File: src/rtl/txts_pkg.sv
package txts_pkg;
   typedef enum logic [1:0] {
      RA_STATUS = 2'd0,
      RA_STAMP  = 2'd1,
      RA_CTRL   = 2'd2,
      RA_SPARE  = 2'd3
   } txts_reg_e;

   localparam int REG_DW       = 32;
   localparam int CTL_W        = 2;
   localparam int CTL_NEXT_BIT = 0;
   localparam int CTL_CLR_BIT  = 1;
   localparam int ST_VALID_BIT = 0;
   localparam int ST_OVF_BIT   = 1;
   localparam int ST_FIELD_LSB = 2;
endpackage

File: src/rtl/txts_ptr.sv
module txts_ptr #(
   parameter int DEPTH = 4,
   localparam int AW = (DEPTH > 1) ? $clog2(DEPTH) : 1
) (
   input  logic          clk,
   input  logic          rst_n,
   input  logic          adv,
   output logic [AW-1:0] ptr
);
   generate
      if ((1 << AW) == DEPTH) begin : g_pow2
         always_ff @(posedge clk or negedge rst_n) begin
            if (!rst_n)   ptr <= '0;
            else if (adv) ptr <= ptr + 1'b1;
         end
      end else begin : g_wrap
         always_ff @(posedge clk or negedge rst_n) begin
            if (!rst_n)   ptr <= '0;
            else if (adv) ptr <= (ptr == AW'(DEPTH - 1)) ? '0 : ptr + 1'b1;
         end
      end
   endgenerate
endmodule

File: src/rtl/txts_store.sv
module txts_store #(
   parameter int DEPTH = 4,
   parameter int DW    = 57,
   localparam int AW   = (DEPTH > 1) ? $clog2(DEPTH) : 1,
   localparam int CW   = $clog2(DEPTH + 1)
) (
   input  logic          clk,
   input  logic          rst_n,
   input  logic          push_req,
   input  logic          pop_req,
   input  logic [DW-1:0] wdata,
   output logic [DW-1:0] head,
   output logic [CW-1:0] occ,
   output logic          empty,
   output logic          drop
);
   logic [DW-1:0] mem [DEPTH];
   logic [AW-1:0] wr_ptr, rd_ptr;
   logic          full, pop_ok, push_ok;

   generate
      if (DEPTH < 2) begin : g_bad_depth
         $error("txts_store: DEPTH must be at least 2");
      end
   endgenerate

   assign empty   = (occ == '0);
   assign full    = (occ == CW'(DEPTH));
   assign pop_ok  = pop_req && !empty;
   assign push_ok = push_req && (!full || pop_ok);
   assign drop    = push_req && !push_ok;

   txts_ptr #(.DEPTH(DEPTH)) u_wr_ptr (
      .clk(clk), .rst_n(rst_n), .adv(push_ok), .ptr(wr_ptr));
   txts_ptr #(.DEPTH(DEPTH)) u_rd_ptr (
      .clk(clk), .rst_n(rst_n), .adv(pop_ok), .ptr(rd_ptr));

   always_ff @(posedge clk) begin
      if (push_ok) mem[wr_ptr] <= wdata;
   end

   always_ff @(posedge clk or negedge rst_n) begin
      if (!rst_n) occ <= '0;
      else begin
         case ({push_ok, pop_ok})
            2'b10:   occ <= occ + 1'b1;
            2'b01:   occ <= occ - 1'b1;
            default: occ <= occ;
         endcase
      end
   end

   assign head = mem[rd_ptr];
endmodule

File: src/rtl/txts_regif.sv
module txts_regif
   import txts_pkg::*;
#(
   parameter int ID_W   = 6,
   parameter int PORT_W = 4,
   parameter int SEQ_W  = 16,
   parameter int NS_W   = 30
) (
   input  logic              clk,
   input  logic              rst_n,
   input  logic              reg_wr,
   input  logic [1:0]        reg_addr,
   input  logic [CTL_W-1:0]  reg_wdata,
   input  logic              empty,
   input  logic              drop,
   input  logic [ID_W-1:0]   h_id,
   input  logic [PORT_W-1:0] h_port,
   input  logic [SEQ_W-1:0]  h_seq,
   input  logic [NS_W-1:0]   h_ns,
   input  logic              h_sb,
   output logic              pop_req,
   output logic              ovf_flag,
   output logic [REG_DW-1:0] reg_rdata
);
   localparam int PORT_LSB = ST_FIELD_LSB;
   localparam int ID_LSB   = PORT_LSB + PORT_W;
   localparam int SEQ_LSB  = ID_LSB + ID_W;

   generate
      if (SEQ_LSB + SEQ_W > REG_DW) begin : g_bad_status
         $error("txts_regif: status fields exceed the register width");
      end
      if (NS_W + 1 > REG_DW) begin : g_bad_stamp
         $error("txts_regif: stamp exceeds the register width");
      end
   endgenerate

   txts_reg_e sel;
   logic      ctl_wr, clr_req;
   logic [REG_DW-1:0] status_w, stamp_w;

   assign sel     = txts_reg_e'(reg_addr);
   assign ctl_wr  = reg_wr && (sel == RA_CTRL);
   assign pop_req = ctl_wr && reg_wdata[CTL_NEXT_BIT];
   assign clr_req = ctl_wr && reg_wdata[CTL_CLR_BIT];

   always_ff @(posedge clk or negedge rst_n) begin
      if (!rst_n)       ovf_flag <= 1'b0;
      else if (drop)    ovf_flag <= 1'b1;
      else if (clr_req) ovf_flag <= 1'b0;
   end

   always_comb begin
      status_w = '0;
      status_w[ST_VALID_BIT] = !empty;
      status_w[ST_OVF_BIT]   = ovf_flag;
      if (!empty) begin
         status_w[PORT_LSB +: PORT_W] = h_port;
         status_w[ID_LSB +: ID_W]     = h_id;
         status_w[SEQ_LSB +: SEQ_W]   = h_seq;
      end
   end

   always_comb begin
      stamp_w = '0;
      if (!empty) begin
         stamp_w[NS_W-1:0] = h_ns;
         stamp_w[NS_W]     = h_sb;
      end
   end

   always_comb begin
      case (sel)
         RA_STATUS: reg_rdata = status_w;
         RA_STAMP:  reg_rdata = stamp_w;
         default:   reg_rdata = '0;
      endcase
   end
endmodule

File: src/rtl/txts_capture_fifo.sv
module txts_capture_fifo
   import txts_pkg::*;
#(
   parameter int ID_W   = 6,
   parameter int PORT_W = 4,
   parameter int SEQ_W  = 16,
   parameter int NS_W   = 30,
   parameter int DEPTH  = 4,
   localparam int EW    = ID_W + PORT_W + SEQ_W + NS_W + 1,
   localparam int CNT_W = $clog2(DEPTH + 1)
) (
   input  logic              clk,
   input  logic              rst_n,
   input  logic              evt_valid,
   input  logic [ID_W-1:0]   evt_tsid,
   input  logic [PORT_W-1:0] evt_port,
   input  logic [SEQ_W-1:0]  evt_seq,
   input  logic [NS_W-1:0]   tod_nsec,
   input  logic              tod_sec_lsb,
   input  logic              reg_wr,
   input  logic [1:0]        reg_addr,
   input  logic [CTL_W-1:0]  reg_wdata,
   output logic [REG_DW-1:0] reg_rdata
);
   localparam int NS_LSB   = 1;
   localparam int SEQ_LSB  = NS_LSB + NS_W;
   localparam int PORT_LSB = SEQ_LSB + SEQ_W;
   localparam int ID_LSB   = PORT_LSB + PORT_W;

   logic [EW-1:0]    entry_in, head;
   logic [CNT_W-1:0] occ;
   logic             empty, drop, pop_req, ovf_flag;

   assign entry_in = {evt_tsid, evt_port, evt_seq, tod_nsec, tod_sec_lsb};

   txts_store #(.DEPTH(DEPTH), .DW(EW)) u_store (
      .clk(clk), .rst_n(rst_n),
      .push_req(evt_valid), .pop_req(pop_req), .wdata(entry_in),
      .head(head), .occ(occ), .empty(empty), .drop(drop));

   txts_regif #(.ID_W(ID_W), .PORT_W(PORT_W), .SEQ_W(SEQ_W), .NS_W(NS_W)) u_regif (
      .clk(clk), .rst_n(rst_n),
      .reg_wr(reg_wr), .reg_addr(reg_addr), .reg_wdata(reg_wdata),
      .empty(empty), .drop(drop),
      .h_id(head[ID_LSB +: ID_W]), .h_port(head[PORT_LSB +: PORT_W]),
      .h_seq(head[SEQ_LSB +: SEQ_W]), .h_ns(head[NS_LSB +: NS_W]),
      .h_sb(head[0]),
      .pop_req(pop_req), .ovf_flag(ovf_flag), .reg_rdata(reg_rdata));
endmodule

File: config.mk
export PLATFORM = sky130hd
export DESIGN_NAME = txts_capture_fifo
export DESIGN_NICKNAME = d
export VERILOG_FILES = /design/src/rtl/txts_pkg.sv /design/src/rtl/txts_ptr.sv /design/src/rtl/txts_store.sv /design/src/rtl/txts_regif.sv /design/src/rtl/txts_capture_fifo.sv
export SDC_FILE = /design/constraint.sdc
export NUM_CORES = 1
export LEC_CHECK = 0
export BUFFER_PORTS_ARGS = -buffer_cell sky130_fd_sc_hd__buf_4
export CORE_MARGIN = 3
export CORE_UTILIZATION = 40
export DETAILED_ROUTE_END_ITERATION = 12
export GPL_ROUTABILITY_DRIVEN = 0
export GPL_TIMING_DRIVEN = 0
export SYNTH_ARGS = -nofsm -noshare
export SYNTH_HDL_FRONTEND = slang
export SYNTH_SLANG_ARGS = --single-unit
File: constraint.sdc
create_clock -name clk -period 4.7 [get_ports clk]
set_input_delay 0.235 -clock clk [delete_from_list [all_inputs] [get_ports clk]]
set_output_delay 0.235 -clock clk [all_outputs]
set_load 0.01 [all_outputs]
==> PnR_summary.wiki <==
{| class="wikitable"
! Metric !! Value
|-
| Count of cell types in the netlist || slightly above 40
|-
| Syn avg cell area || about 23 um^2
|-
| Most used DFF post-synth || sky130_fd_sc_hd__edfxtp_1
|-
| Cell depth of the worst flop-to-flop path || 5
|-
| Dpl hpwl || 11.2 mm
|-
| Areal power density over the cells || between 500 and 600 nW/um^2
|-
| Total of max-cap violations || 0
|-
| Internal cell power || just under 0.005 W
|-
| Clock-pin slew of the registers on the worst-case setup and hold paths || 60 ps
|-
| Antenna violations before repair || 0
|-
| Top cell type by total area after synthesis || sky130_fd_sc_hd__edfxtp_1
|-
| Max stage delay on crit path || approximately 670 ps
|-
| Final antenna diode count || 0
|-
| Setup violators final || 0
|-
| Worst hold slack across all endpoints || 105 ps
|-
| Pin count of the biggest net entering global routing || 34
|-
| Share of post-route cells with drive strength above 1 || between 30% and 40%
|-
| Kind of start point of the critical path || register
|-
| Clock root buffer || sky130_fd_sc_hd__clkbuf_16
|-
| Max transition margin || ~40%
|-
| TritonCTS clock tree || built
|-
| Register share of total power || 42.1%
|-
| Post-synth EDFFs || ~230
|-
| Launch instance of the worst register-to-register path || u_store.occ[1]
|-
| Final hold violations || 0
|-
| Final worst path period need || between 2000 and 3000 ps
|-
| Setup slack on the worst flop-to-flop path || between 2000 and 2500 ps
|-
| Min-delay worst type || in2async
|-
| Signal arrival time at the worst endpoint || ~2600 ps
|-
| DRC violation count after routing || 0
|-
| Largest fanout on the critical path || 10
|-
| Required time reported for the critical path endpoint || roughly 4500 ps
|-
| Synthesized area || a little over 9000 um^2
|-
| Unrepaired setup endpoints after global routing || no
|-
| DR WL/cell || approximately 21 um
|-
| Die area || between 20000 and 25000 um^2
|-
| Port-buffer cells || between 90 and 100
|-
| H-Tree Depth || 1
|-
| I/O pins || just under 100
|-
| Largest buffer count on any clock path || 3
|-
| Static Leakage || approximately 4 nW
|-
| Outcome || completed
|-
| Dominant cells by area after synthesis || sky130_fd_sc_hd__edfxtp_1, sky130_fd_sc_hd__mux4_2, sky130_fd_sc_hd__a22o_1, sky130_fd_sc_hd__dfrtp_1, sky130_fd_sc_hd__mux4_1
|-
| Number of filler cells placed in the layout || about 1.8k
|-
| Sequential cell area fraction in the yosys report || a little under 80%
|-
| Vias in the first global route || a little under 5k
|-
| Fraction of post-synthesis cell area in the top cell type by area || between 70 and 80%
|-
| Number of pins with negative max-slew slack in the final report || 0
|-
| Number of standard-cell rows in the floorplan || 54
|-
| Final worst clock skew || approximately 9.7 ps
|-
| Global route overflow || 0
|-
| Synth Instances || 400
|-
| Overall track demand over capacity in global routing || between 10 and 15%
|-
| Count of state elements after synthesis || approximately 240
|-
| Proportion of register bits with asynchronous set or reset after synthesis || roughly 3.4%
|-
| Die Height || ~160 um
|-
| Total number of clock tree sinks || between 200 and 250
|-
| Crit end category || output port
|-
| Switching power of the nets || 0.00183 W
|-
| Proportion of total power due to net switching || 27.0%
|-
| Overall die width || ~160 um
|-
| Total number of nets in the final design || ~650
|-
| Max Clk Rate || 0.356 GHz
|-
| Worst setup path class || reg2out
|-
| Comb power frac || between 20 and 30%
|-
| Clock latency reported for the late side of the worst-skew pair || between 500 and 600 ps
|-
| Post-detailed-route count of antenna-violating nets || 0
|-
| Post-Syn Nets || 470
|-
| Placeable core area || about 22000 um^2
|-
| Violation count after the first detailed-route iteration || 218
|-
| Slew at the pin with the worst max-slew slack || 877 ps
|-
| Area grow syn2layout || 28.4%
|-
| Peak supply drop || approximately 370 uV
|-
| Share of the clock period used by the worst path || 59.7%
|-
| Setup repair bufs after CTS || 0
|-
| Vias/cell || 5.22
|-
| Max stage delay cell, worst path || sky130_fd_sc_hd__nor3_2
|-
| Warning count from the yosys run || 0
|-
| Endpoint of the most critical register-to-register path || u_store.mem[3][24]
|-
| Sum of negative setup slack || 0 ps
|-
| Effective utilization at floorplan || between 40% and 50%
|-
| Core Util, Final || a little over half
|-
| Global-route wire length before repair || between 20 and 30 mm
|-
| Critical path, cell by cell || buf_2 > nor3_2 > nor3_2 > buf_2 > a22o_1 > buf_4
|-
| Drt pass-1 iters || 6
|-
| Inserted Clock Buffers || 25
|-
| Clock share of power || 29.8%
|-
| Vias after detailed routing || ~4.6k
|-
| WL final || about 18 mm
|}
## worst max-delay path by stage
stage	from	to	cells after the start
after floorplan	u_store.occ[1]	u_store.mem[0][0]	4
after global placement	reg_addr[0]	u_store.mem[0][24]	4
after detailed placement	reg_addr[0]	u_store.mem[0][24]	5
after CTS	u_store.occ[2]	reg_rdata[19]	6
after global routing	u_store.occ[2]	reg_rdata[16]	6
final	u_store.occ[2]	reg_rdata[16]	6
## area by class of cell
type / instances / area, um^2 / share of cell area [%]
clock buffer: 27 / 633 / 5.40
multi-input combinational: 136 / 1930 / 16.4
clock inverter: 19 / 235 / 2.01
buffer: 23 / 154 / 1.31
tap: 280 / 350 / 2.99
sequential: 236 / 7050 / 60.1
inverter: 5 / 18.8 / 0.160
timing repair buffer: 156 / 1370 / 11.6
## metrics by stage
step / area, um^2 / power, W / instances / worst slack (ps)
finish: 11700 / 0.00680 / 882 / 1890
global route: 11700 / 0.00710 / 882 / 1770
CTS: 11700 / 0.00689 / 882 / 1870
detailed placement: 10300 / 0.00482 / 778 / 2270
global placement: 10200 / 0.00475 / 774 / 596
floorplan: 9140 / 0.00416 / 400 / 1950
## worst max-delay path: cells and delay by family (launching register included)
family / cells / cell delay [ps]
buf+inv: 3 / 730
flops: 1 / 320
compound gates: 1 / 240
simple gates: 2 / 760
## sequential cells by signal, summed over array words and instances, names as in the netlist
name and count:
u_store.u_wr_ptr.ptr 2, u_regif.ovf_flag 1, u_store.mem 228, u_store.occ 3, u_store.u_rd_ptr.ptr 2
## cells by family (layout without fill, tap and decap cells)
group	count (synthesis)	after routing	synth area share, %
AOI/OAI and AO/OA	38	38	3.45
xor gates and xnor gates	5	5	0.479
adders and majority gates	5	5	0.767
buffers and inverters	28	230	1.89
DFF	236	236	77.1
muxes	58	58	14.2
other	1	1	0.0411
and+or+nand+nor	29	29	1.99
## power groups by stage
stage | clock, W | sequential (W) | combinational [W]
CTS | 0.00207 | 0.00287 | 0.00196
global route | 0.00215 | 0.00289 | 0.00206
detailed placement | 0 | 0.00291 | 0.00192
finish | 0.00203 | 0.00286 | 0.00191
global placement | 0 | 0.00293 | 0.00182
floorplan | 0 | 0.00289 | 0.00126
## per-layer routing
layer  track usage [%]  up-vias  wire [um]
li1                  -     2060          -
met1              19.4     2390       7540
met2              25.7      123       9450
met3              2.69       30        904
met4              4.13        0        360
met5                 0        -          0
## cells in the mapped netlist, types with 3 or more instances
cell / count
sky130_fd_sc_hd__a22o_1: 27
sky130_fd_sc_hd__clkbuf_1: 5
sky130_fd_sc_hd__mux4_2: 55
sky130_fd_sc_hd__dfrtp_1: 8
sky130_fd_sc_hd__nor2_1: 6
sky130_fd_sc_hd__xnor2_1: 3
sky130_fd_sc_hd__ha_1: 4
sky130_fd_sc_hd__and2_1: 7
sky130_fd_sc_hd__inv_1: 5
sky130_fd_sc_hd__buf_2: 9
sky130_fd_sc_hd__edfxtp_1: 228
sky130_fd_sc_hd__nand2_1: 5
## timing repair
action                                  4_1_cts  5_1_grt
gates resized for setup                       0        0
hold buffers                                 58        0
hold endpoints to repair                    236        0
endpoints found under the setup margin        0        0
## cell usage in the layout, fill, tap and decap left out, types with 2 or more instances in the layout
| cell | netlist | routed |
|---|---|---|
| sky130_fd_sc_hd__inv_6 | 0 | 2 |
| sky130_fd_sc_hd__nor3_1 | 2 | 2 |
| sky130_fd_sc_hd__edfxtp_1 | 228 | 228 |
| sky130_fd_sc_hd__inv_1 | 5 | 5 |
| sky130_fd_sc_hd__nor2_1 | 6 | 6 |
| sky130_fd_sc_hd__buf_1 | 2 | 2 |
| sky130_fd_sc_hd__and2_4 | 0 | 4 |
| sky130_fd_sc_hd__clkbuf_1 | 5 | 7 |
| sky130_fd_sc_hd__a22o_1 | 27 | 27 |
| sky130_fd_sc_hd__clkbuf_16 | 0 | 25 |
| sky130_fd_sc_hd__buf_12 | 2 | 6 |
| sky130_fd_sc_hd__mux4_2 | 55 | 55 |
| sky130_fd_sc_hd__clkinv_2 | 0 | 6 |
| sky130_fd_sc_hd__buf_4 | 2 | 96 |
| sky130_fd_sc_hd__nand2_1 | 5 | 5 |
| sky130_fd_sc_hd__xnor2_1 | 3 | 3 |
| sky130_fd_sc_hd__buf_2 | 9 | 9 |
| sky130_fd_sc_hd__xor2_1 | 2 | 2 |
| sky130_fd_sc_hd__bufinv_16 | 0 | 5 |
| sky130_fd_sc_hd__ha_1 | 4 | 4 |
| sky130_fd_sc_hd__o21ai_0 | 2 | 2 |
| sky130_fd_sc_hd__buf_6 | 2 | 2 |
| sky130_fd_sc_hd__nor3_2 | 2 | 2 |
| sky130_fd_sc_hd__dlygate4sd3_1 | 0 | 58 |
| sky130_fd_sc_hd__dfrtp_1 | 8 | 8 |
| sky130_fd_sc_hd__mux4_1 | 2 | 2 |
| sky130_fd_sc_hd__clkinv_1 | 0 | 3 |
| sky130_fd_sc_hd__clkinv_4 | 0 | 3 |
| sky130_fd_sc_hd__and2_1 | 7 | 3 |
(Power assumes the default switching activity.)
